## src/rtl/cla_pkg.sv

```systemverilog
package cla_pkg;
  localparam int unsigned DEF_SLICE_W  = 4;
  localparam int unsigned DEF_SLICE_N  = 4;
endpackage

```

## src/rtl/cla_bit_pg.sv

```systemverilog
module cla_bit_pg #(
  parameter int unsigned W = cla_pkg::DEF_SLICE_W
) (
  input  logic [W-1:0] a,
  input  logic [W-1:0] b,
  output logic [W-1:0] p,
  output logic [W-1:0] g
);
  genvar i;
  generate
    for (i = 0; i < W; i++) begin : g_bit
      assign p[i] = a[i] ^ b[i];
      assign g[i] = a[i] & b[i];
    end
  endgenerate

  // a bit cannot both propagate and generate
  always_comb begin
    p_pg_exclusive_r2: assert ((p & g) == '0)
      else $error("bit propagate and generate both high");
  end
endmodule

```

## src/rtl/cla_lookahead.sv

```systemverilog
module cla_lookahead #(
  parameter int unsigned N = cla_pkg::DEF_SLICE_W
) (
  input  logic [N-1:0] p,
  input  logic [N-1:0] g,
  input  logic         cin,
  output logic [N:0]   c,
  output logic         grp_p,
  output logic         grp_g
);
  // Every carry is a flat sum of products of p, g and cin; no term
  // reuses a previously computed carry.
  always_comb begin
    logic acc;
    logic prod;
    c[0] = cin;
    for (int i = 0; i < N; i++) begin
      acc = 1'b0;
      for (int j = 0; j <= i; j++) begin
        prod = g[j];
        for (int k = j + 1; k <= i; k++) prod = prod & p[k];
        acc = acc | prod;
      end
      prod = cin;
      for (int k = 0; k <= i; k++) prod = prod & p[k];
      c[i+1] = acc | prod;
    end
  end

  always_comb begin
    logic acc;
    logic prod;
    acc = 1'b0;
    for (int j = 0; j < N; j++) begin
      prod = g[j];
      for (int k = j + 1; k < N; k++) prod = prod & p[k];
      acc = acc | prod;
    end
    grp_g = acc;
    grp_p = &p;
  end

  // flat expansion agrees with the step-by-step carry recurrence
  always_comb begin
    for (int i = 0; i < N; i++) begin
      p_ripple_match_r3: assert (c[i+1] == (g[i] | (p[i] & c[i])))
        else $error("lookahead carry %0d disagrees with recurrence", i+1);
    end
  end

  // top carry consistent with exported group pair
  always_comb begin
    p_cout_consistent_r3: assert (c[N] == (grp_g | (grp_p & cin)))
      else $error("group carry-out disagrees with group P/G");
  end
endmodule

```

## src/rtl/cla_group.sv

```systemverilog
module cla_group #(
  parameter int unsigned W = cla_pkg::DEF_SLICE_W
) (
  input  logic [W-1:0] a,
  input  logic [W-1:0] b,
  input  logic         cin,
  output logic [W-1:0] sum,
  output logic         gp,
  output logic         gg
);
  logic [W-1:0] bp;
  logic [W-1:0] bg;
  logic [W:0]   carry;

  cla_bit_pg #(.W(W)) u_pg (
    .a (a),
    .b (b),
    .p (bp),
    .g (bg)
  );

  cla_lookahead #(.N(W)) u_lc (
    .p     (bp),
    .g     (bg),
    .cin   (cin),
    .c     (carry),
    .grp_p (gp),
    .grp_g (gg)
  );

  assign sum = bp ^ carry[W-1:0];

  // a slice by itself forms the correct partial sum
  always_comb begin
    p_group_sum_r4: assert ({carry[W], sum} ==
                            ((W+1)'(a) + (W+1)'(b) + (W+1)'(cin)))
      else $error("slice partial sum wrong");
  end
endmodule

```

## src/rtl/cla16_adder.sv

```systemverilog
module cla16_adder #(
  parameter int unsigned SLICE_W = cla_pkg::DEF_SLICE_W,
  parameter int unsigned SLICE_N = cla_pkg::DEF_SLICE_N
) (
  input  logic [SLICE_W*SLICE_N-1:0] a_in,
  input  logic [SLICE_W*SLICE_N-1:0] b_in,
  input  logic                       c_in,
  output logic [SLICE_W*SLICE_N-1:0] sum_out,
  output logic                       c_out
);
  localparam int unsigned WIDTH = SLICE_W * SLICE_N;

  logic [SLICE_N-1:0] sl_p;
  logic [SLICE_N-1:0] sl_g;
  logic [SLICE_N:0]   sl_c;
  logic               all_p;
  logic               all_g;

  genvar k;
  generate
    for (k = 0; k < SLICE_N; k++) begin : g_slice
      cla_group #(.W(SLICE_W)) u_grp (
        .a   (a_in[k*SLICE_W +: SLICE_W]),
        .b   (b_in[k*SLICE_W +: SLICE_W]),
        .cin (sl_c[k]),
        .sum (sum_out[k*SLICE_W +: SLICE_W]),
        .gp  (sl_p[k]),
        .gg  (sl_g[k])
      );
    end
  endgenerate

  cla_lookahead #(.N(SLICE_N)) u_lcu (
    .p     (sl_p),
    .g     (sl_g),
    .cin   (c_in),
    .c     (sl_c),
    .grp_p (all_p),
    .grp_g (all_g)
  );

  assign c_out = sl_c[SLICE_N];

  // whole-word result equals the arithmetic sum
  always_comb begin
    p_full_sum_r1: assert ({c_out, sum_out} ==
                           ((WIDTH+1)'(a_in) + (WIDTH+1)'(b_in) + (WIDTH+1)'(c_in)))
      else $error("adder result wrong");
  end

  // carry-out agrees with the overall propagate/generate pair
  always_comb begin
    p_top_pg_r4: assert (c_out == (all_g | (all_p & c_in)))
      else $error("carry-out disagrees with overall P/G");
  end
endmodule

```

## config.mk

```make
export PLATFORM = sky130hd
export DESIGN_NAME = cla16_adder
export DESIGN_NICKNAME = d
export VERILOG_FILES = /design/src/rtl/cla_pkg.sv /design/src/rtl/cla_bit_pg.sv /design/src/rtl/cla_lookahead.sv /design/src/rtl/cla_group.sv /design/src/rtl/cla16_adder.sv
export SDC_FILE = /design/constraint.sdc
export NUM_CORES = 1
export LEC_CHECK = 0
export BUFFER_PORTS_ARGS = -buffer_cell sky130_fd_sc_hd__buf_2
export CAP_MARGIN = 10
export CORE_MARGIN = 5
export CORE_UTILIZATION = 47
export DETAILED_ROUTE_END_ITERATION = 10
export PLACE_DENSITY = 0.9
export SLEW_MARGIN = 20
export SYNTH_ARGS = -nofsm -noshare
export SYNTH_HDL_FRONTEND = slang
export SYNTH_SLANG_ARGS = --single-unit
```

## constraint.sdc

```tcl
create_clock -name vclk -period 7.4
set_input_delay 1.48 -clock vclk [all_inputs]
set_output_delay 1.48 -clock vclk [all_outputs]
set_load 0.02 [all_outputs]
```

-- Yosys cells after proc, flatten, opt, wreduce, memory -nomap -nowiden
Index checks and enable logic that the tools add are counted.
- flip-flop bits (word level): 0
- input port bits: 33
- output and inout bits: 17
- reductions and logical operators: 4
- bitwise gates (word level): 128
- operators with widths (cell ; number):
    $and 1x1->1 ; 62
    $or 1x1->1 ; 46
    $reduce_and 4->1 ; 4
    $xor 1x1->1 ; 16
    $xor 4x4->4 ; 4

-- Depth between registers and ports, before layout
- depth after elaboration: 17
- depth in mapped cells: 10
- gate-level depth less buffers: 10

-- Modules after synthesis
Synthesis repeated with hierarchy kept, for this count alone.
- cells, all modules: 87
- area total of the unflattened synthesis: 678.2 um^2
- by module, submodules not included (module ; instances ; sequential area each (um^2) ; area each (um^2) ; cells each):
    cla_lookahead ; 5 ; 0.0 ; 67.6 ; 11
    cla_bit_pg ; 4 ; 0.0 ; 50.0 ; 4
    cla_group ; 4 ; 0.0 ; 35.0 ; 4

-- Worst setup path after synthesis
No wires, ideal clock.
- kind: input port to output port
- from: in a_in[3]
- to: out sum_out[15]
- path slack: 2.517 ns
- data required time: 5.920 ns
- stages on the path: 10
- arrival: 3.403 ns
- cells stage by stage: ha_1 -> a211oi_2 -> o21ai_1 -> a21o_1 -> o22a_1 -> ha_1 -> o21a_1 -> o21a_1 -> nor2_1 -> xnor2_1
- word-level cells in the longest chain between the ends: 15
- ends and longest elaborated chain (item ; line ; text):
    start: declaration ; cla16_adder.sv:5 ; input logic [SLICE_W*SLICE_N-1:0] a_in,
    $xor 1x1->1 ; cla_bit_pg.sv:12 ; assign p[i] = a[i] ^ b[i];
    $and 1x1->1 ; cla_lookahead.sv:36 ; for (int k = j + 1; k < N; k++) prod = prod & p[k];
    $or 1x1->1 ; cla_lookahead.sv:37 ; acc = acc | prod;
    $or 1x1->1 (2 in series) ; n/a ;
    $and 1x1->1 (2 in series) ; cla_lookahead.sv:21 ; for (int k = j + 1; k <= i; k++) prod = prod & p[k];
    $or 1x1->1 (2 in series) ; cla_lookahead.sv:22 ; acc = acc | prod;
    $or 1x1->1 * ; cla_lookahead.sv:26 ; c[i+1] = acc | prod;
    $and 1x1->1 * (2 in series) ; n/a ;
    $and 1x1->1 * ; cla_lookahead.sv:25 ; for (int k = 0; k <= i; k++) prod = prod & p[k];
    $or 1x1->1 * ; cla_lookahead.sv:26 ;
    $xor 4x4->4 * ; cla_group.sv:31 ; assign sum = bp ^ carry[W-1:0];
    end: declaration ; cla16_adder.sv:8 ; output logic [SLICE_W*SLICE_N-1:0] sum_out,
Every way passes the cells marked *; elsewhere a longest branch is shown, timed or not.

-- Worst setup path after layout
- from: in a_in[5]
- to: out sum_out[15]
- word-level cells in the longest chain between the ends: 16
- ends and longest elaborated chain (item ; line):
    $xor 1x1->1 ; cla_bit_pg.sv:12
    $and 1x1->1 (3 in series) ; cla_lookahead.sv:36
    $or 1x1->1 ; cla_lookahead.sv:37
    $or 1x1->1 (2 in series) ; n/a
    $and 1x1->1 ; cla_lookahead.sv:21
    $or 1x1->1 (2 in series) ; cla_lookahead.sv:22
    $or 1x1->1 * ; cla_lookahead.sv:26
    $and 1x1->1 * (2 in series) ; n/a
    $and 1x1->1 * ; cla_lookahead.sv:25
    $or 1x1->1 * ; cla_lookahead.sv:26
    $xor 4x4->4 * ; cla_group.sv:31
Marks and branches as above.

==> out/metrics.cfg <==
[run_status]
outcome=finished, final reports clean

[synthesis]
synth_top_family_by_area=adder cells
synth_commonest_cells=ha_1, nor2_1, a21oi_1
synth_area_per_cell_sq_um=8.186
syn_inst=83
synth-simple-area-share_pct=11.60
synth_nets=140
yosysMostFrequentCell=ha_1
muxShareOfSynthArea_pct=0
syn-cell-area_sq_um=679.4
synth.area.top_cells=ha_1, fa_1, xnor2_1, a21oi_1, o21a_1
netlist-cell-type-count=19
synth_top_area_share_pct=36.83
synthAdderAreaFrac_pct=48.62
ys_seq_area_share_pct=0
synth_compound_area_share_pct=24.86
ys_warn_count=0
yosys.area.top_type=ha_1
synth-xor-area-share_pct=11.60

[route]
wl_microns=1784
first_iter_violations=2
num_vias=800
antenna_left=0
dr.pass1.iters=4
avgRoutedWirePerCell_microns=12.05
drc=0
viasPerCell=5.405

[placement]
place.gp.congestion=0.7094
pre_cts_ws_ns=2.236
io_buffer_count=50
dp_hpwl_microns=1680

[clock_network]
cts_hold_buf=0
post_cts_buffers=0
cts_resized=0

[floorplanning]
initial_core_util_pct=50.94
io-pin-count=50
die_w_microns=48.02
core_sq_um=1334
die_h_microns=48.02
fp-row-count=13
dieArea_sq_um=2306

[pwr]
power.density_nw_per_um2=110.1
peakVddDrop_uv=47.29
p_leak_uw=0.0005427

[layout]
clock_buffers=0
drive_gt1_share_pct=38.35
seq_cells=0
fin_util_pct=71.11
finalNetCount=192
synthToLayoutAreaGrowth_pct=39.59
regArea_sq_um=0
diodes=0

[grt]
grt_max_degree=5
grt_pass1_wl_microns=2815
grtUsageTotal_pct=16.16
grt-ovfl-total=0
antenna_found_initial=0
grt_pass1_vias=768

[timing]
finalHoldViolations=0
period_needed_ns=5.173
worst_pin_slew_ns=0.3769
tns_ns=0
fmax_ghz=0.1933
fin_crit_sh_pct=69.91
rsz0062_at_grt=false
setup_ws_ns=2.227
finalSetupViolations=0
maxSlewViolCount=0
slew_headroom_pct=74.64

[critical_path]
startpoint_type=input port
crit_slowest_cell=ha_1
required_ns=5.92
crit_fanout=4
worstSetupPathType=input port to output port
end_kind=output port
cp.arrival_ns=3.69
cp_num_buf_inv=2
path_cells=buf_2 > ha_1 > a21oi_1 > o21ai_0 > a21o_1 > o22a_1 > ha_1 > o21a_1 > o21a_1 > nor2_1 > xnor2_1 > buf_2
max_stage_delay_ns=0.34
critPathTopFamily=compound AO/OA/AOI/OAI gates

[flow_run]
max_cap_violations=0

[min_path]
hold_class=input port to output port

-- cells by family after synthesis --
kind of cell    after synthesis
buf+inv                       6
compound gates               26
xor+xnor                      9
simple gates                 18
fa+ha+maj                    24
-- worst min-delay path: cells and delay by family --
kind	cells	cell delay, ns
buf+inv	2	0.26
fa+ha+maj	1	0.15
-- per-stage QoR --
step | total power, uW | cells | hold slack (ns) | cell area [sq um]
2_1_floorplan | 71.76 | 83 | 3.216 | 679.4
3_3_place_gp | 101.7 | 148 | 3.366 | 948.4
3_5_place_dp | 105.4 | 148 | 3.375 | 948.4
4_1_cts | 105.7 | 148 | 3.375 | 948.4
5_1_grt | 116.2 | 148 | 3.414 | 948.4
6_report | 104.5 | 148 | 3.372 | 948.4
-- per-layer routing --
metal / global-route usage (%) / wire (microns)
met1: 18.10 / 630
met2: 33.25 / 955
met3: 0.3759 / 182
met4: 2.688 / 16
met5: 0 / 0
-- cells in the final DEF, fill, tap and decap left out, drive strengths merged --
master,count
o21a,5
a211oi,1
a21boi,1
fa,4
o21ai,6
nor3,3
inv,6
nand2,4
a21o,3
nor2,9
a21oi,8
xor2,4
nand4,1
ha,20
buf,50
xnor2,5
o22a,1
a221o,1
and4,1
-- layout make-up --
type                       count  area (sq um)
timing repair buffer          50         250.2
tap                           15         18.77
inverter                       6         22.52
multi-input combinational     77         656.9
fill                         110         385.4
-- path summary, 6_finish.rpt --
check	cells past startpoint	startpoint	to
worst min-delay path	3	b_in[12]	sum_out[12]
worst max-delay path	12	a_in[5]	sum_out[15]
-- where the power goes --
group          switching (uW)  total (uW)  internal (uW)
clock                       0           0              0
combinational            61.5         104           42.9
sequential                  0           0              0
total                    61.5         104           42.9
No activity file was read; power rests on OpenSTA's default activity.
